==> config.mk <==
export PLATFORM = sky130hd
export DESIGN_NAME = uart_baud_gen
export DESIGN_NICKNAME = d
export VERILOG_FILES = /design/src/rtl/uart_baud_pkg.sv /design/src/rtl/uart_div_regs.sv /design/src/rtl/uart_tick_gen.sv /design/src/rtl/uart_rx_timeout.sv /design/src/rtl/uart_baud_gen.sv
export SDC_FILE = /design/constraint.sdc
export NUM_CORES = 1
export LEC_CHECK = 0
export ABC_AREA = 1
export BUFFER_PORTS_ARGS = -buffer_cell sky130_fd_sc_hd__buf_2
export CAP_MARGIN = 40
export CORE_MARGIN = 1
export CORE_UTILIZATION = 54
export CTS_CLUSTER_SIZE = 40
export DETAILED_ROUTE_END_ITERATION = 10
export PLACE_DENSITY_LB_ADDON = 0.2
export SYNTH_ARGS = -nofsm -noshare
export SYNTH_HDL_FRONTEND = slang
export SYNTH_HIERARCHICAL = 1
export SYNTH_SLANG_ARGS = --single-unit
==> constraint.sdc <==
create_clock -name clk_i -period 2.6 [get_ports clk_i]
set_clock_uncertainty 0.1 [all_clocks]
set_input_delay 0.13 -clock clk_i [delete_from_list [all_inputs] [get_ports clk_i]]
set_output_delay 0.13 -clock clk_i [all_outputs]
set_load 0.05 [all_outputs]
==> src/rtl/uart_baud_pkg.sv <==
package uart_baud_pkg;
  localparam int unsigned MAX_FRAME_BITS = 12;
  localparam int unsigned FRAME_W = $clog2(MAX_FRAME_BITS + 1);

  // start + data + optional parity + stop
  function automatic logic [FRAME_W-1:0] frame_bits(input logic [1:0] dcode,
                                                    input logic [2:0] pcode,
                                                    input logic stop2);
    logic [FRAME_W-1:0] n;
    unique case (dcode)
      2'd3:    n = FRAME_W'(7);
      2'd2:    n = FRAME_W'(8);
      default: n = FRAME_W'(9);
    endcase
    if (pcode == 3'd0 || pcode == 3'd1) n = n + FRAME_W'(1);
    n = n + (stop2 ? FRAME_W'(2) : FRAME_W'(1));
    return n;
  endfunction
endpackage

==> src/rtl/uart_div_regs.sv <==
module uart_div_regs #(
  parameter int unsigned CD_W     = 16,
  parameter int unsigned BDIV_W   = 8,
  parameter int unsigned BDIV_MIN = 4,
  parameter logic [CD_W-1:0]   CD_RST   = CD_W'(16'h028B),
  parameter logic [BDIV_W-1:0] BDIV_RST = BDIV_W'(8'h0F)
) (
  input  logic              clk_i,
  input  logic              rst_ni,
  input  logic              cd_we_i,
  input  logic              bdiv_we_i,
  input  logic [CD_W-1:0]   wdata_i,
  output logic [CD_W-1:0]   cd_o,
  output logic [BDIV_W-1:0] bdiv_o
);
  logic cd_ok, bdiv_ok;
  assign cd_ok   = (wdata_i != '0);
  assign bdiv_ok = (wdata_i >= CD_W'(BDIV_MIN));

  always_ff @(posedge clk_i or negedge rst_ni) begin
    if (!rst_ni) begin
      cd_o   <= CD_RST;
      bdiv_o <= BDIV_RST;
    end else begin
      if (cd_we_i && cd_ok)     cd_o   <= wdata_i;
      if (bdiv_we_i && bdiv_ok) bdiv_o <= wdata_i[BDIV_W-1:0];
    end
  end
endmodule

==> src/rtl/uart_tick_gen.sv <==
module uart_tick_gen #(
  parameter int unsigned CD_W     = 16,
  parameter int unsigned BDIV_W   = 8,
  parameter int unsigned PRESCALE = 8,
  parameter logic [CD_W-1:0]   CD_RST   = CD_W'(16'h028B),
  parameter logic [BDIV_W-1:0] BDIV_RST = BDIV_W'(8'h0F)
) (
  input  logic              clk_i,
  input  logic              rst_ni,
  input  logic              prescale_i,
  input  logic [CD_W-1:0]   cd_i,
  input  logic [BDIV_W-1:0] bdiv_i,
  output logic              sample_tick_o,
  output logic              bit_tick_o
);
  localparam int unsigned PRE_W = (PRESCALE > 1) ? $clog2(PRESCALE) : 1;

  logic [PRE_W-1:0]  pre_cnt;
  logic              pre_tick;
  logic [CD_W-1:0]   cd_cnt, cd_act;
  logic [BDIV_W-1:0] bit_cnt, bdiv_act;

  assign pre_tick      = !prescale_i || (pre_cnt == PRE_W'(PRESCALE - 1));
  assign sample_tick_o = pre_tick && (cd_cnt == cd_act - CD_W'(1));
  assign bit_tick_o    = sample_tick_o && (bit_cnt == bdiv_act);

  always_ff @(posedge clk_i or negedge rst_ni) begin
    if (!rst_ni) begin
      pre_cnt <= '0;
    end else if (pre_cnt == PRE_W'(PRESCALE - 1)) begin
      pre_cnt <= '0;
    end else begin
      pre_cnt <= pre_cnt + PRE_W'(1);
    end
  end

  // new divisor values are adopted only at a period boundary
  always_ff @(posedge clk_i or negedge rst_ni) begin
    if (!rst_ni) begin
      cd_cnt   <= '0;
      cd_act   <= CD_RST;
      bit_cnt  <= '0;
      bdiv_act <= BDIV_RST;
    end else if (sample_tick_o) begin
      cd_cnt <= '0;
      cd_act <= cd_i;
      if (bit_tick_o) begin
        bit_cnt  <= '0;
        bdiv_act <= bdiv_i;
      end else begin
        bit_cnt <= bit_cnt + BDIV_W'(1);
      end
    end else if (pre_tick) begin
      cd_cnt <= cd_cnt + CD_W'(1);
    end
  end
endmodule

==> src/rtl/uart_rx_timeout.sv <==
module uart_rx_timeout
  import uart_baud_pkg::*;
#(
  parameter int unsigned TO_CHARS = 4
) (
  input  logic       clk_i,
  input  logic       rst_ni,
  input  logic [1:0] data_bits_i,
  input  logic [2:0] parity_i,
  input  logic       stop2_i,
  input  logic       bit_tick_i,
  input  logic       rx_byte_i,
  input  logic       timeout_en_i,
  output logic       timeout_o
);
  localparam int unsigned TO_W = $clog2(TO_CHARS * MAX_FRAME_BITS + 1);

  logic [TO_W-1:0] idle_cnt, limit;
  logic            armed;

  assign limit = TO_W'(TO_CHARS) * TO_W'(frame_bits(data_bits_i, parity_i, stop2_i));

  always_ff @(posedge clk_i or negedge rst_ni) begin
    if (!rst_ni) begin
      idle_cnt  <= '0;
      armed     <= 1'b0;
      timeout_o <= 1'b0;
    end else begin
      timeout_o <= 1'b0;
      if (rx_byte_i) begin
        idle_cnt <= '0;
        armed    <= 1'b1;
      end else if (armed && bit_tick_i) begin
        if (idle_cnt == limit - TO_W'(1)) begin
          armed     <= 1'b0;
          timeout_o <= timeout_en_i;
        end else begin
          idle_cnt <= idle_cnt + TO_W'(1);
        end
      end
    end
  end
endmodule

==> src/rtl/uart_baud_gen.sv <==
module uart_baud_gen #(
  parameter int unsigned CD_W     = 16,
  parameter int unsigned BDIV_W   = 8,
  parameter int unsigned BDIV_MIN = 4,
  parameter int unsigned PRESCALE = 8,
  parameter int unsigned TO_CHARS = 4,
  parameter logic [CD_W-1:0]   CD_RST   = CD_W'(16'h028B),
  parameter logic [BDIV_W-1:0] BDIV_RST = BDIV_W'(8'h0F)
) (
  input  logic              clk_i,
  input  logic              rst_ni,
  input  logic              prescale_i,
  input  logic [1:0]        data_bits_i,
  input  logic [2:0]        parity_i,
  input  logic              stop2_i,
  input  logic              cd_we_i,
  input  logic              bdiv_we_i,
  input  logic [CD_W-1:0]   wdata_i,
  input  logic              rx_byte_i,
  input  logic              timeout_en_i,
  output logic              sample_tick_o,
  output logic              bit_tick_o,
  output logic              timeout_o,
  output logic [CD_W-1:0]   cd_o,
  output logic [BDIV_W-1:0] bdiv_o
);
  uart_div_regs #(
    .CD_W(CD_W), .BDIV_W(BDIV_W), .BDIV_MIN(BDIV_MIN),
    .CD_RST(CD_RST), .BDIV_RST(BDIV_RST)
  ) u_regs (
    .clk_i(clk_i), .rst_ni(rst_ni),
    .cd_we_i(cd_we_i), .bdiv_we_i(bdiv_we_i), .wdata_i(wdata_i),
    .cd_o(cd_o), .bdiv_o(bdiv_o)
  );

  uart_tick_gen #(
    .CD_W(CD_W), .BDIV_W(BDIV_W), .PRESCALE(PRESCALE),
    .CD_RST(CD_RST), .BDIV_RST(BDIV_RST)
  ) u_ticks (
    .clk_i(clk_i), .rst_ni(rst_ni), .prescale_i(prescale_i),
    .cd_i(cd_o), .bdiv_i(bdiv_o),
    .sample_tick_o(sample_tick_o), .bit_tick_o(bit_tick_o)
  );

  uart_rx_timeout #(.TO_CHARS(TO_CHARS)) u_timeout (
    .clk_i(clk_i), .rst_ni(rst_ni),
    .data_bits_i(data_bits_i), .parity_i(parity_i), .stop2_i(stop2_i),
    .bit_tick_i(bit_tick_o), .rx_byte_i(rx_byte_i),
    .timeout_en_i(timeout_en_i), .timeout_o(timeout_o)
  );
endmodule

==> results of run 1 <==
-- logic make-up (layout without fill, tap and decap cells) --
group	Yosys count	after routing	synth area share, %
XOR/XNOR	32	32	5.221
AND/OR/NAND/NOR	501	501	43.47
AO/OA/AOI/OAI	16	16	1.795
adder cells (fa/ha/maj)	11	11	2.704
flip-flops	83	83	39.11
buffers and inverters	95	201	7.692
-- cell usage after synthesis, types with 3 or more instances --
| cell | n | area [um2] |
|---|---|---|
| nand4_1 | 18 | 112.6 |
| nor2_2 | 12 | 75.07 |
| nand3_2 | 6 | 60.06 |
| buf_2 | 6 | 30.03 |
| nand3_1 | 73 | 365.4 |
| nand3b_1 | 3 | 22.52 |
| nand2_2 | 26 | 162.7 |
| xor2_1 | 16 | 140.1 |
| dfstp_2 | 18 | 473.0 |
| xnor2_1 | 16 | 140.1 |
| nand2_1 | 266 | 998.5 |
| inv_1 | 72 | 270.3 |
| inv_2 | 7 | 26.28 |
| ha_1 | 10 | 125.1 |
| dfrtp_1 | 65 | 1627 |
| nor2_1 | 73 | 274.0 |
| nor2_4 | 6 | 67.56 |
| nor3_1 | 3 | 15.01 |
| o21ai_0 | 8 | 40.04 |
| nand2_4 | 5 | 56.30 |
-- layout make-up --
type | count | area (um2) | area share, %
multi-input combinational | 560 | 2933 | 45.37
sequential | 83 | 2100 | 32.48
tap | 133 | 166.4 | 2.575
inverter | 82 | 331.6 | 5.130
clock inverter | 5 | 62.56 | 0.9679
timing repair buffer | 103 | 729.5 | 11.29
clock buffer | 11 | 141.4 | 2.187
-- what timing repair did --
item                       in CTS  in global routing
buffers inserted                3                  5
gates resized for setup         8                 23
pin swaps                       3                 10
hold buffers                   19                  0
setup endpoints to repair       8                 11
hold endpoints to repair       70                  0
-- critical path: cells and delay by family (launching register included) --
| kind | cells | cell delay (ns) |
|---|---|---|
| simple gates | 8 | 0.77 |
| flops | 1 | 0.55 |
| buf+inv | 4 | 0.37 |
| fa+ha+maj | 1 | 0.24 |
| compound gates | 1 | 0.11 |
-- path summary, 6_finish.rpt --
check	from	endpoint	slack, ns	depth (start not counted)
max in group asynchronous	rst_ni	u_regs/cd_o[1]$_DFFE_PN1P_	1.46	3
min in group asynchronous	rst_ni	u_ticks/bit_cnt[6]$_DFFE_PN0P_	0.26	2
hold / removal	cd_we_i	u_regs/cd_o[1]$_DFFE_PN1P_	0.03	3
setup reg to reg	u_ticks/cd_act[1]$_DFFE_PN1P_	u_timeout/idle_cnt[3]$_DFFE_PN0P_	0.02	20
hold reg to reg	u_ticks/pre_cnt[0]$_DFF_PN0_	u_ticks/pre_cnt[0]$_DFF_PN0_	0.34	1
setup / recovery	u_ticks/cd_act[1]$_DFFE_PN1P_	bit_tick_o	-0.03	14
-- flip-flops by register name (all words and copies together), names as in the netlist --
register / flops
u_timeout/armed: 1
u_ticks/pre_cnt: 3
u_ticks/cd_cnt: 16
u_ticks/bdiv_act: 8
u_timeout/timeout_o: 1
u_timeout/idle_cnt: 6
u_ticks/bit_cnt: 8
u_ticks/cd_act: 16
u_regs/bdiv_o: 8
u_regs/cd_o: 16
-- report_power, final --
group / switching [uW] / internal, uW
logic: 538 / 304
clock network: 471 / 474
registers: 131 / 1400
total: 1140 / 2180
-- metal layers --
metal  GRT usage, %  part of all wire, %
met4          9.588                  1.6
met2          41.11                   46
met3          4.210                  3.9
met5              0                    0
met1          35.82                   48
-- stage by stage --
step,cells,hold slack (ns),TNS [ns],setup WS [ns],area (um2)
3_5_place_dp,934,0.1115,-1.706,-0.2297,5913
4_1_cts,972,0.01097,-0.001362,-0.001362,6359
2_1_floorplan,738,-0.2656,-0.5552,-0.09361,5396
6_report,977,0.03269,-0.02570,-0.02570,6464
3_3_place_gp,934,0.1014,-0.6821,-0.1007,5913
5_1_grt,977,0.03253,-1.264,-0.1897,6464
==> results.toml, run 1 <==
[finish]
layout_common_cells = "256 x nand2_1, 72 x nand3_1, 69 x nor2_1"
area_growth_pct = 20.42
diodes = 0
drive_gt1_share_pct = 25.24
fin_nets = 879
fillers = 782
layout_commonest_cell = "nand2_1"
post-route-util_pct = 66.74

[route]
wirelength_um = 12490
wire_per_inst_um = 12.79
drc = 0
dr.first_iter.drc_count = 285
drt-vias-per-instance = 5.007
first_pass_iters = 4
detail-route-antenna-nets = 0
vias = 4892

[clock_tree]
clock_latency_ns = 0.35
clock_sinks = 83
clk_pin_slew_ns = 0.09
root_buffer = "clkbuf_8"
htreeDepth = 3
cts_buffer_depth = 2
cts_tree = "done"
cts_buffers = 9

[yosys]
synthArstFlopShare_pct = 100.0
syn_nets = 778
avgSynthCellArea_um2 = 7.273
ys_types = 41
seq_area_frac_synth_pct = 39.11
synth-edff-count = 0
mappedNetlistArea_um2 = 5368
yosysWarnings = 6
ys_ff_latch = 83
postSynthCellCount = 738
ys.flop_type = "dfrtp_1"

[timing]
worst_slack_ns = -0.02570
fmax_mhz = 380.9
finalSetupViolations = 1
rsz0062_at_grt = "true"
fin_crit_sh_pct = 101.0
hold_violations = 0
max_slew_margin_pct = 55.78
worst_slew_pin_slew_ns = 0.6632
fin_crit_ns = 2.626
maxSlewViolCount = 0

[worst_setup_path]
endpoint_kind = "output port"
arrival_ns = 2.40
cp_data_required_time_ns = 2.37
worst_path_max_delay_cell = "dfstp_2"
cpPeakStageDelay_ns = 0.55
cp_cell_sequence = "inv_2 -> ha_4 -> inv_2 -> nand2_2 -> nand2_2 -> nand3_2 -> a21oi_2 -> nand2_1 -> nor2_2 -> nand3_2 -> nor2_8 -> nand3_4 -> clkinvlp_4 -> buf_8"
path_class = "register to output port"
startpoint_type = "register"
crit_fanout = 3

[place]
portBuffers = 54
place.gp.congestion = 0.8998
hpwl_um = 9208

[grt]
grt_pass1_vias = 4584
grt-ovfl-total = 0
antenna_found_initial = 0
grt_pass1_wl_um = 21000
grt_usage_pct = 25.92
grt_max_degree = 52

[power]
leakage_uw = 0.003543
powerDensity_nw_per_um2 = 513.5
peakVddDrop_mv = 0.3440
p_total_uw = 3319

[floorplan]
start_util_pct = 55.43
rows = 36
core_area_um2 = 9684
die_w_um = 101.7
dieArea_um2 = 10340
die_y_um = 101.7
ios = 56

[hold_path]
min_path_type = "input pin to register"

[outcome]
violations = "negative setup slack"
outcome = "finished with violations"

[run]
drv_cap = 0
Power figures use the tool's default switching activity.
==> run 2, diff against run 1 <==
--- a/config.mk
+++ b/config.mk
@@ -9,7 +9,7 @@
 export BUFFER_PORTS_ARGS = -buffer_cell sky130_fd_sc_hd__buf_2
 export CAP_MARGIN = 40
 export CORE_MARGIN = 1
-export CORE_UTILIZATION = 54
+export CORE_UTILIZATION = 64
 export CTS_CLUSTER_SIZE = 40
 export DETAILED_ROUTE_END_ITERATION = 10
 export PLACE_DENSITY_LB_ADDON = 0.2
==> constraint.sdc (replaced) <==
create_clock -name clk_i -period 3.1 [get_ports clk_i]
set_clock_uncertainty 0.1 [all_clocks]
set_input_delay 0.155 -clock clk_i [delete_from_list [all_inputs] [get_ports clk_i]]
set_output_delay 0.155 -clock clk_i [all_outputs]
set_load 0.05 [all_outputs]
==> run 2 against run 1 <==
The flow now finishes without violations. Die area fell by 15%. Global-route usage rose by 5.6 points. Flip-flop and latch count did not move. Via count rose by 2.2%. Critical endpoint is now sample_tick_o. Largest power group unchanged. Highest routed layer unchanged.
==> results.toml, run 2 (synthesized netlist as in run 1, its figures left out) <==
[timing]
fin_crit_ns = 2.921
fin_crit_sh_pct = 94.23
finalSetupViolations = 0
maxSlewViolCount = 0
hold_violations = 0
max_slew_margin_pct = 67.17
rsz0062_at_grt = "false"
worst_slew_pin_slew_ns = 0.4906
hold_ws_ns = 0.01408
fmax_mhz = 342.3
setup_tns_ns = 0

[floorplan]
die_y_um = 93.58
dieArea_um2 = 8757
start_util_pct = 65.66
die_w_um = 93.58
rows = 33
core_area_um2 = 8175
ios = 56

[finish]
diodes = 0
drive_gt1_share_pct = 20.58
area_growth_pct = 14.48
design_area_um2 = 6145
fin_nets = 856
post-route-util_pct = 75.16
fillers = 600
top_regs = "u_regs/cd_o: 16 flops, u_ticks/cd_act: 16 flops, u_ticks/cd_cnt: 16 flops"
layout_commonest_cell = "nand2_1"
multi_input_area_um2 = 2855
layout_common_cells = "266 x nand2_1, 73 x nor2_1, 73 x nand3_1"
ff_latch_area_um2 = 2100

[worst_setup_path]
endpoint_kind = "output port"
startpoint_type = "register"
worst_path_max_delay_cell = "dfstp_2"
worst_path_dominant_cell_family = "simple AND/OR/NAND/NOR gates"
cp_cell_sequence = "inv_2 -> ha_1 -> inv_1 -> nand2_1 -> nand2_1 -> nand3_1 -> a21oi_1 -> nand2_1 -> nor2_2 -> nand3_2 -> nor2_8 -> buf_6 -> nand2_4 -> clkinv_4 -> buf_6"
cpMostUsedCell = "nand2_1"
cp_data_required_time_ns = 2.84
cpPeakStageDelay_ns = 0.56
crit_buf_inv = 5
crit_start = "u_ticks/cd_act[0]$_DFFE_PN1P_"
arrival_ns = 2.67
path_class = "register to output port"
crit_fanout = 11
r2r_start = "u_ticks/cd_act[0]$_DFFE_PN1P_"

[clock_tree]
cts_buffer_depth = 2
root_buffer = "clkbuf_8"
htreeDepth = 3
clk_pin_slew_ns = 0.08
cts_tree = "done"
clock_sinks = 83
cts_buffers = 9
clock_latency_ns = 0.35

[power]
powerDensity_nw_per_um2 = 446.1
peakVddDrop_mv = 0.3062
leakage_uw = 0.003430

[place]
hpwl_um = 9264
portBuffers = 54
placed_area_um2 = 5744
place.gp.congestion = 0.8208

[route]
detail-route-antenna-nets = 0
first_pass_iters = 5
drc = 0
vias = 5001
wire_per_inst_um = 13.74
drt-vias-per-instance = 5.401
dr.first_iter.drc_count = 276
wirelength_um = 12720

[grt]
antenna_found_initial = 0
grt_pass1_vias = 4842
grt_max_degree = 64
grt-ovfl-total = 0
grt_pass1_wl_um = 21690
grt_usage_pct = 31.52

[run]
drv_cap = 0

[hold_path]
min_path_type = "input pin to register"
min_from = "bdiv_we_i"

[outcome]
outcome = "finished clean"
==> run 2: cell count changes in the layout (fill, tap and decap cells not counted), moves of 3 or more <==
cell / previous run / this run
nand2_2: 36 / 26
nand2_1: 256 / 266
nor2_2: 15 / 12
nor2_1: 69 / 73
buf_4: 29 / 7
inv_1: 67 / 72
==> run 2: repair_timing <==
action,4_1_cts,5_1_grt
gates resized for setup,0,4
hold endpoints to repair,87,0
endpoints found under the setup margin,0,1
hold buffers,18,0
buffers inserted,0,1
==> run 2: final cells by class <==
type                            instances  share of cell area [%]
Multi-Input combinational cell        560                   46.47
Clock buffer                           11                   2.301
Sequential cell                        83                   34.17
Tap cell                              105                   2.138
Inverter                               82                   5.091
Timing Repair Buffer                   80                   8.837
Clock inverter                          5                  0.9978
==> run 2: per-stage QoR <==
step | cells | worst slack [ns] | power [uW]
2_1_floorplan | 738 | 0.1250 | 1760
3_3_place_gp | 890 | 0.3103 | 1895
3_5_place_dp | 891 | 0.2094 | 1932
4_1_cts | 925 | 0.001603 | 2742
5_1_grt | 926 | 0.006014 | 2901
6_report | 926 | 0.1789 | 2741
==> run 2: worst register-to-register path: stages, from the launching register on <==
cell	delay [ns]
dfstp_2	0.56
inv_2	0.07
ha_1	0.31
inv_1	0.06
nand2_1	0.04
nand2_1	0.09
nand3_1	0.12
a21oi_1	0.14
nand2_1	0.07
nor2_2	0.10
nand3_2	0.12
nor2_8	0.13
nand3_2	0.09
inv_1	0.08
nand2_1	0.05
inv_1	0.07
nor2_1	0.06
inv_1	0.23
nand2_4	0.11
nand2_1	0.07
nand2_1	0.05
==> run 2: worst paths after layout <==
kind / end / slack [ns] / cells past startpoint
setup / recovery: sample_tick_o / 0.18 / 15
hold / removal: u_regs/bdiv_o[1]$_DFFE_PN1P_ / 0.01 / 3
setup reg to reg: u_timeout/idle_cnt[5]$_DFFE_PN0P_ / 0.27 / 20
hold reg to reg: u_ticks/pre_cnt[0]$_DFF_PN0_ / 0.34 / 1
max in group asynchronous: u_regs/cd_o[7]$_DFFE_PN1P_ / 2.11 / 3
min in group asynchronous: u_ticks/bit_cnt[6]$_DFFE_PN0P_ / 0.14 / 2
==> run 2: power breakdown <==
part	internal [uW]	total, uW	switching (uW)
logic	228	671	443
registers	1180	1280	101
clock network	398	793	395
==> run 2: metal layers <==
metal / track usage [%] / wire [um] / vias to the layer above
li1: - / - / 2454
met1: 40.48 / 5570 / 2372
met2: 54.04 / 6333 / 147
met3: 4.309 / 512 / 28
met4: 11.79 / 307 / 0
met5: 0 / 0 / -
==> run 3, diff against run 2 <==
--- a/config.mk
+++ b/config.mk
@@ -12,6 +12,7 @@
 export CORE_UTILIZATION = 64
 export CTS_CLUSTER_SIZE = 40
 export DETAILED_ROUTE_END_ITERATION = 10
+export MAX_ROUTING_LAYER = met4
 export PLACE_DENSITY_LB_ADDON = 0.2
 export SYNTH_ARGS = -nofsm -noshare
 export SYNTH_HDL_FRONTEND = slang
==> run 3 against run 2 <==
Sequential power is essentially flat. First-iteration DRC count grew 0.36%. Power is essentially flat. Maximum frequency is essentially flat. Worst hold slack is essentially flat. Die area is the same. Combinational power is essentially flat. Global-route usage grew 0.85 points.
==> results.toml, run 3 (synthesized netlist as in run 1, its figures left out) <==
[place]
portBuffers = 54
place.gp.congestion = 0.8331
hpwl_um = 9264

[route]
drt-vias-per-instance = 5.400
wirelength_um = 12730
first_pass_iters = 6
drc = 0
dr.first_iter.drc_count = 277
detail-route-antenna-nets = 0
wire_per_inst_um = 13.74
vias = 5000

[grt]
grt-ovfl-total = 0
grt_usage_pct = 32.37
grt_max_degree = 64
grt_pass1_wl_um = 21670
grt_pass1_vias = 4846
antenna_found_initial = 0

[floorplan]
ios = 56
core_area_um2 = 8175
dieArea_um2 = 8757
die_y_um = 93.58
start_util_pct = 65.66
die_w_um = 93.58
rows = 33

[clock_tree]
clock_latency_ns = 0.35
cts_buffers = 9
cts_tree = "done"
clock_sinks = 83
root_buffer = "clkbuf_8"
clk_pin_slew_ns = 0.08
htreeDepth = 3
cts_buffer_depth = 2

[power]
combPwrFrac_pct = 24.5
powerDensity_nw_per_um2 = 446.4
p_total_uw = 2743
seqPwrFrac_pct = 46.5
power.switching_uw = 941.7
swShare_pct = 34.33
power.internal_uw = 1801
pwr-share-clk_pct = 29.0
leakage_uw = 0.003430
peakVddDrop_mv = 0.3062

[worst_setup_path]
cpMostUsedCell = "nand2_1"
worst_path_max_delay_cell = "dfstp_2"
startpoint_type = "register"
path_class = "register to output port"
worst_path_dominant_cell_family = "simple AND/OR/NAND/NOR gates"
arrival_ns = 2.67
endpoint_kind = "output port"
crit_buf_inv = 5
cp_cell_sequence = "inv_2 -> ha_1 -> inv_1 -> nand2_1 -> nand2_1 -> nand3_1 -> a21oi_1 -> nand2_1 -> nor2_2 -> nand3_2 -> nor2_8 -> buf_6 -> nand2_4 -> clkinv_4 -> buf_6"
cpPeakStageDelay_ns = 0.56
cp_data_required_time_ns = 2.84
crit_fanout = 11

[timing]
fmax_mhz = 342.4
rsz0062_at_grt = "false"
setup_tns_ns = 0
maxSlewViolCount = 0
hold_violations = 0
hold_ws_ns = 0.01400
worst_slew_pin_slew_ns = 0.4901
max_slew_margin_pct = 67.21
fin_crit_ns = 2.921
fin_crit_sh_pct = 94.22
finalSetupViolations = 0

[run]
drv_cap = 0

[finish]
fin_nets = 856
layout_common_cells = "266 x nand2_1, 73 x nor2_1, 73 x nand3_1"
layout_commonest_cell = "nand2_1"
area_growth_pct = 14.48
top_regs = "u_regs/cd_o: 16 flops, u_ticks/cd_act: 16 flops, u_ticks/cd_cnt: 16 flops"
drive_gt1_share_pct = 20.58
fillers = 600
diodes = 0

[hold_path]
min_path_type = "input pin to register"

[outcome]
outcome = "finished clean"
==> run 3: area by class of cell <==
class / instances / area [um2] / area share, %
Clock buffer: 11 / 141.4 / 2.301
Inverter: 82 / 312.8 / 5.091
Timing Repair Buffer: 80 / 543.0 / 8.837
Multi-Input combinational cell: 560 / 2855 / 46.47
Tap cell: 105 / 131.4 / 2.138
Clock inverter: 5 / 61.31 / 0.9978
Sequential cell: 83 / 2100 / 34.17
==> run 3: power groups by stage <==
stage / clock [uW] / combinational [uW] / sequential [uW]
CTS: 809 / 660 / 1270
finish: 796 / 671 / 1280
global route: 859 / 753 / 1290
floorplan: 0 / 399 / 1360
global placement: 0 / 607 / 1290
detailed placement: 0 / 639 / 1290
==> run 3: per-stage QoR <==
step	setup slack (ns)	instances	instance area (um2)	util, %
6_report	0.1791	926	6145	75.16
5_1_grt	0.006023	926	6145	75.16
4_1_cts	0.001603	925	6127	74.95
3_5_place_dp	0.2094	891	5744	70.26
3_3_place_gp	0.3103	890	5717	69.93
2_1_floorplan	0.1250	738	5368	-
==> run 3: layer usage <==
metal  GRT usage (%)  part of all wire [%]  up-vias
li1                -                     -     2451
met1           40.59                    43     2347
met2           53.98                    49      172
met3           3.902                   4.9       30
met4           12.05                   2.5        0
met5               -                     0        -
==> run 3: worst register-to-register path: stages, from the launching register on <==
cell and delay, ns:
dfstp_2 0.56, inv_2 0.07, ha_1 0.31, inv_1 0.06
nand2_1 0.04, nand2_1 0.09, nand3_1 0.12, a21oi_1 0.14
nand2_1 0.07, nor2_2 0.10, nand3_2 0.12, nor2_8 0.13
nand3_2 0.09, inv_1 0.08, nand2_1 0.05, inv_1 0.08
nor2_1 0.06, inv_1 0.22, nand2_4 0.11, nand2_1 0.07
nand2_1 0.05
==> run 3: path summary, 6_finish.rpt <==
path / start / endpoint / slack (ns) / depth (start not counted)
min in group asynchronous: rst_ni / u_ticks/bit_cnt[6]$_DFFE_PN0P_ / 0.14 / 2
worst min-delay path: bdiv_we_i / u_regs/bdiv_o[1]$_DFFE_PN1P_ / 0.01 / 3
worst max register to register: u_ticks/cd_act[0]$_DFFE_PN1P_ / u_timeout/idle_cnt[5]$_DFFE_PN0P_ / 0.28 / 20
worst max-delay path: u_ticks/cd_act[0]$_DFFE_PN1P_ / sample_tick_o / 0.18 / 15
worst min register to register: u_ticks/pre_cnt[0]$_DFF_PN0_ / u_ticks/pre_cnt[0]$_DFF_PN0_ / 0.34 / 1
max in group asynchronous: rst_ni / u_ticks/cd_act[9]$_DFFE_PN1P_ / 2.12 / 3
==> run 3: repair_timing <==
action,4_1_cts,5_1_grt
hold endpoints to repair,87,0
setup buffers,0,1
endpoints found under the setup margin,0,1
gates resized for setup,0,4
hold buffers,18,0
